<file path="src/rtl/dvfs_pkg.sv">
package dvfs_pkg;

    localparam int VCODE_W    = 5;
    localparam int FSTEP_W    = 4;
    localparam int VMIN_SLOPE = 2;
    localparam int VCODE_MAX  = (1 << VCODE_W) - 1;

    typedef logic [VCODE_W-1:0] vcode_t;
    typedef logic [FSTEP_W-1:0] fstep_t;

    typedef struct packed {
        vcode_t v;
        fstep_t f;
    } opp_t;

    typedef enum logic [1:0] {
        ST_IDLE,
        ST_VFIRST,
        ST_RELOCK,
        ST_VLAST
    } seq_st_t;

    typedef enum logic [2:0] {
        PL_REJECT,
        PL_SAME,
        PL_VOLT_FIRST,
        PL_FREQ_FIRST,
        PL_VOLT_ONLY
    } plan_t;

    // Lowest voltage code that a frequency step may run at.
    function automatic vcode_t vmin_of(input fstep_t f);
        int m;
        m = int'(f) * VMIN_SLOPE;
        if (m > VCODE_MAX) m = VCODE_MAX;
        return vcode_t'(m);
    endfunction

endpackage

</file>
<file path="src/rtl/dvfs_req_slot.sv">
module dvfs_req_slot
    import dvfs_pkg::*;
(
    input  logic clk,
    input  logic rst,
    input  logic wr_en,
    input  opp_t wr_opp,
    input  logic take,
    output logic valid,
    output opp_t opp
);
    // One-deep holding slot; a write outranks a take in the same cycle.
    always_ff @(posedge clk) begin
        if (rst) begin
            valid <= 1'b0;
            opp   <= '0;
        end else if (wr_en) begin
            valid <= 1'b1;
            opp   <= wr_opp;
        end else if (take) begin
            valid <= 1'b0;
        end
    end
endmodule

</file>
<file path="src/rtl/dvfs_plan.sv">
module dvfs_plan
    import dvfs_pkg::*;
(
    input  opp_t  tgt,
    input  opp_t  cur,
    output plan_t plan
);
    always_comb begin
        if (tgt.v < vmin_of(tgt.f))      plan = PL_REJECT;
        else if (tgt == cur)             plan = PL_SAME;
        else if (tgt.f > cur.f)          plan = (tgt.v != cur.v) ? PL_VOLT_FIRST : PL_FREQ_FIRST;
        else if (tgt.f < cur.f)          plan = PL_FREQ_FIRST;
        else                             plan = PL_VOLT_ONLY;
    end
endmodule

</file>
<file path="src/rtl/dvfs_relock_timer.sv">
module dvfs_relock_timer #(
    parameter int LIMIT = 2000
) (
    input  logic clk,
    input  logic rst,
    input  logic run,
    output logic expired
);
    localparam int CW = (LIMIT > 1) ? $clog2(LIMIT) : 1;
    localparam logic [CW-1:0] LAST = CW'(LIMIT - 1);

    logic [CW-1:0] cnt;

    assign expired = run && (cnt == LAST);

    always_ff @(posedge clk) begin
        if (rst || !run) cnt <= '0;
        else if (!expired) cnt <= cnt + 1'b1;
    end
endmodule

</file>
<file path="src/rtl/dvfs_seq.sv">
module dvfs_seq
    import dvfs_pkg::*;
#(
    parameter int LOCK_TIMEOUT = 2000
) (
    input  logic       clk,
    input  logic       rst,
    input  logic       req_valid,
    input  logic [4:0] req_vcode,
    input  logic [3:0] req_fstep,
    input  logic       vreg_settled,
    input  logic       pll_locked,
    output logic [4:0] vreg_code,
    output logic [3:0] pll_code,
    output logic       cpu_stall,
    output logic       busy,
    output logic       done,
    output logic       req_err,
    output logic       lock_fail
);
    seq_st_t st;
    opp_t    tgt;
    opp_t    slot_opp;
    opp_t    cur_opp;
    logic    slot_valid;
    logic    take;
    logic    relock_expired;
    plan_t   plan;
    logic    done_q, err_q, fail_q;

    assign take    = (st == ST_IDLE) && slot_valid;
    assign cur_opp = '{v: vreg_code, f: pll_code};

    dvfs_req_slot u_slot (
        .clk    (clk),
        .rst    (rst),
        .wr_en  (req_valid),
        .wr_opp ('{v: req_vcode, f: req_fstep}),
        .take   (take),
        .valid  (slot_valid),
        .opp    (slot_opp)
    );

    dvfs_plan u_plan (
        .tgt  (slot_opp),
        .cur  (cur_opp),
        .plan (plan)
    );

    dvfs_relock_timer #(.LIMIT(LOCK_TIMEOUT)) u_timer (
        .clk     (clk),
        .rst     (rst),
        .run     (st == ST_RELOCK),
        .expired (relock_expired)
    );

    always_ff @(posedge clk) begin
        if (rst) begin
            st        <= ST_IDLE;
            tgt       <= '0;
            vreg_code <= '0;
            pll_code  <= '0;
            done_q    <= 1'b0;
            err_q     <= 1'b0;
            fail_q    <= 1'b0;
        end else begin
            done_q <= 1'b0;
            err_q  <= 1'b0;
            fail_q <= 1'b0;
            unique case (st)
                ST_IDLE: begin
                    if (slot_valid) begin
                        tgt <= slot_opp;
                        unique case (plan)
                            PL_REJECT: err_q  <= 1'b1;
                            PL_SAME:   done_q <= 1'b1;
                            PL_VOLT_FIRST: begin
                                vreg_code <= slot_opp.v;
                                st        <= ST_VFIRST;
                            end
                            PL_FREQ_FIRST: begin
                                pll_code <= slot_opp.f;
                                st       <= ST_RELOCK;
                            end
                            PL_VOLT_ONLY: begin
                                vreg_code <= slot_opp.v;
                                st        <= ST_VLAST;
                            end
                            default: ;
                        endcase
                    end
                end
                ST_VFIRST: begin
                    if (vreg_settled) begin
                        pll_code <= tgt.f;
                        st       <= ST_RELOCK;
                    end
                end
                ST_RELOCK: begin
                    if (pll_locked) begin
                        if (vreg_code != tgt.v) begin
                            vreg_code <= tgt.v;
                            st        <= ST_VLAST;
                        end else begin
                            done_q <= 1'b1;
                            st     <= ST_IDLE;
                        end
                    end else if (relock_expired) begin
                        fail_q <= 1'b1;
                        st     <= ST_IDLE;
                    end
                end
                ST_VLAST: begin
                    if (vreg_settled) begin
                        done_q <= 1'b1;
                        st     <= ST_IDLE;
                    end
                end
                default: st <= ST_IDLE;
            endcase
        end
    end

    assign cpu_stall = (st == ST_RELOCK);
    assign busy      = (st != ST_IDLE);
    assign done      = done_q;
    assign req_err   = err_q;
    assign lock_fail = fail_q;

endmodule

</file>
<file path="config.mk">
export PLATFORM = sky130hd
export DESIGN_NAME = dvfs_seq
export DESIGN_NICKNAME = d
export VERILOG_FILES = /design/src/rtl/dvfs_pkg.sv /design/src/rtl/dvfs_req_slot.sv /design/src/rtl/dvfs_plan.sv /design/src/rtl/dvfs_relock_timer.sv /design/src/rtl/dvfs_seq.sv
export SDC_FILE = /design/constraint.sdc
export NUM_CORES = 1
export LEC_CHECK = 0
export BUFFER_PORTS_ARGS = -buffer_cell sky130_fd_sc_hd__buf_2
export CORE_MARGIN = 4
export CORE_UTILIZATION = 45
export CTS_BUF_LIST = sky130_fd_sc_hd__clkbuf_8
export CTS_CLUSTER_SIZE = 25
export DETAILED_ROUTE_END_ITERATION = 8
export PLACE_DENSITY_LB_ADDON = 0.25
export SYNTH_ARGS = -nofsm -noshare
export SYNTH_HDL_FRONTEND = slang
export SYNTH_SLANG_ARGS = --single-unit
</file>
<file path="constraint.sdc">
create_clock -name clk -period 4.7 [get_ports clk]
set_clock_uncertainty 0.2 [all_clocks]
set_input_delay 1.175 -clock clk [delete_from_list [all_inputs] [get_ports clk]]
set_output_delay 1.175 -clock clk [all_outputs]
set_load 0.01 [all_outputs]
</file>
==> reports/qor.csv <==
metric,value,unit
R2R setup slack,2.37,ns
# rows,24,
Post-Syn Area per Cell,8.38,um2
"EDFF count, synth",0,
Post-synth ARST share,0,%
via count,1819,
sequential share of power,46.6,%
Comb power frac,17.1,%
CTS Buf Count,5,
Fmax achieved,358,MHz
cells after synthesis,259,
die area,6000,um2
Sink Count,44,
CTS root buffer,clkbuf_8,
overall routed net length,4440,um
clock buffer depth,2,
antenna cells,0,
DR DRC count,0,
status,finished clean,
Worst setup EP type,output port,
yosys warns,0,
Netlist cell types,36,
Initial Utilization,48.2,%
Peak VDD IR,0.164,mV
switch share,26.8,%
Final Cycle Share,59.5,%
CP required,3.32,ns
Worst Hold End,tgt[3],
post-route minimum period,2.80,ns
CTS tree,yes,
worst skew pair latency,0.29,ns
Sum Neg Setup Slack,0,ns
setup repair bufs after CTS,0,
# H-tree levels,2,
r2r endpoint,vreg_code[4],
largest net degree at the start of global routing,40,
hold_sp,tgt[3],
clock share of power,36.3,%
worst-path fanout max,9,
WL per Instance,13.2,um
Final setup viols,0,
Worst Path Arrival,1.42,ns
vias per cell,5.41,
Die Ht,77.4,um
Post-DRT Antenna Nets,0,
drt pass-1 iters,4,
IO Port Bufs,27,
Tot GR Track Use,15.4,%
core area,4500,um2
crit start category,register,
met3 WL,264,um
# nets final,305,
synthesized area,2170,um2
ys flop type,dfxtp_1,
max-slew violations,0,
critical path class,reg2out,
syn_nets,281,
first-pass GRT wire length,7630,um
DR top layer,met4,
CTS resizes,0,
R2R depth,7,
vias in the first global route,1663,
"Seq/Total Area, Yosys",40.6,%
RSZ-0062 raised after global routing,false,
io pins,28,
Die Wd,77.4,um
internal power,634,uW
Final Hold Viols,0,
Worst R2R Start,pll_code[2],
Met2 Wirelength,1910,um
Max-Cap Viols,0,
Total Power,866,uW
switching power,232,uW
GP Congestion,0.803,
"flops & latches, synth",44,
clock-pin slew on the worst setup and hold paths,0.08,ns
class of the worst hold path,reg2reg,
Hold Path Cell Cnt,2,
Tightest Pin Transition,0.678,ns
"Hold-fix buffers, CTS",0,
post-DP HPWL,3270,um
gr ovfl total,0,
pwr/cell area,353,nW/um2
P&R area growth vs syn,13.2,%
initial antenna violation count,0,
met1 wire length,2230,um
First DRT Iteration DRCs,174,
P_leak,1.05,nW
layout cells sized above 1,15.1,%
relative slew slack,54.8,%
-- flip-flops by register name, indices dropped and copies added, names as in the netlist --
| register | count |
|---|---|
| st | 2 |
| u_slot.valid | 1 |
| vreg_code | 5 |
| lock_fail | 1 |
| tgt | 9 |
| done | 1 |
| req_err | 1 |
| u_slot.opp | 9 |
| pll_code | 4 |
| u_timer.cnt | 11 |
-- worst max-delay path: stages (launching register included) --
cell and delay, ns:
dfxtp_1 0.46, nand2b_1 0.28, inv_1 0.21, buf_2 0.19
-- per-layer routing --
layer / GRT usage [%] / up-vias
met5: 0 / -
met4: 4.63 / 0
met3: 3.70 / 5
met2: 23.7 / 51
met1: 21.3 / 831
li1: - / 932
-- metrics by stage --
| stage | area [um2] | worst slack, ns | utilization (%) | hold slack (ns) | cells |
|---|---|---|---|---|---|
| 4_1_cts | 2460 | 1.91 | 54.5 | 0.256 | 336 |
| 3_3_place_gp | 2330 | 2.09 | 51.7 | 0.239 | 328 |
| 3_5_place_dp | 2330 | 2.08 | 51.7 | 0.244 | 328 |
| 2_1_floorplan | 2170 | 2.29 | - | 0.233 | 259 |
| 5_1_grt | 2460 | 1.81 | 54.5 | 0.287 | 336 |
| 6_report | 2460 | 1.90 | 54.5 | 0.256 | 336 |
-- cells in the mapped netlist, types with 5 or more instances --
master,n,share of area [%]
dfxtp_1,44,41
nand2b_1,6,1.7
nor2_1,25,4.3
a31oi_1,6,1.7
a21oi_1,20,4.6
nand2_1,44,7.6
o21ai_0,8,1.8
xnor2_1,11,4.4
mux2i_1,10,4.6
xor2_1,8,3.2
nor3_1,5,1.2
ha_1,8,4.6
nand3_1,8,1.8
inv_1,10,1.7
mux2_2,5,2.6
clkbuf_1,6,1.0
nor2b_1,6,1.7
-- layout make-up --
type / instances / area (um2)
clock buffer: 7 / 96.3
clock inverter: 1 / 30.0
fill: 431 / 2050
inverter: 10 / 37.5
multi-input combinational: 195 / 1210
sequential: 44 / 881
tap: 52 / 65.1
timing repair buffer: 27 / 135
-- power by group through the flow --
| stage | Sequential (mW) | Clock [mW] | Combinational [mW] |
|---|---|---|---|
| after floorplan | 0.411 | 0 | 0.109 |
| after detailed placement | 0.412 | 0 | 0.147 |
| after global placement | 0.412 | 0 | 0.146 |
| final | 0.403 | 0.315 | 0.148 |
| after CTS | 0.403 | 0.320 | 0.148 |
| after global routing | 0.405 | 0.335 | 0.168 |
-- layout by cell type (no fill, tap or decap) --
cell	n
nand2_1	44
dfxtp_1	44
buf_2	27
nor2_1	25
a21oi_1	20
xnor2_1	11
inv_1	10
mux2i_1	10
nand3_1	8
o21ai_0	8
xor2_1	8
ha_1	8
clkbuf_8	7
nand2b_1	6
nor2b_1	6
a31oi_1	6
nor3_1	5
mux2_2	5
a211oi_1	4
nand4_1	3
and2_1	2
o31ai_1	2
and3_1	2
o32a_1	1
a2111o_1	1
or3_1	1
o32ai_1	1
and3_4	1
or2_2	1
a32oi_4	1
or4_1	1
o21bai_1	1
a41oi_1	1
nand4b_1	1
a211o_1	1
bufinv_16	1
-- worst max path at each step --
stage / from / endpoint / slack [ns] / cells after the start
final: st[0] / cpu_stall / 1.90 / 3
after global routing: st[0] / cpu_stall / 1.81 / 3
after CTS: st[0] / cpu_stall / 1.91 / 3
after detailed placement: rst / u_timer.cnt[2] / 2.08 / 4
after global placement: rst / u_timer.cnt[2] / 2.09 / 4
after floorplan: rst / u_slot.opp[0] / 2.29 / 4
-- kinds of logic (layout without fill, tap and decap cells) --
family / after synthesis / in the layout / share of synthesized area, %
AOI/OAI and AO/OA: 47 / 47 / 14.1
xor gates and xnor gates: 19 / 19 / 7.67
adders and majority gates: 8 / 8 / 4.61
buffers and inverters: 20 / 45 / 3.58
DFF: 44 / 44 / 40.6
muxes: 15 / 15 / 7.21
and+or+nand+nor: 106 / 106 / 22.3
Power figures use the tool's default switching activity.
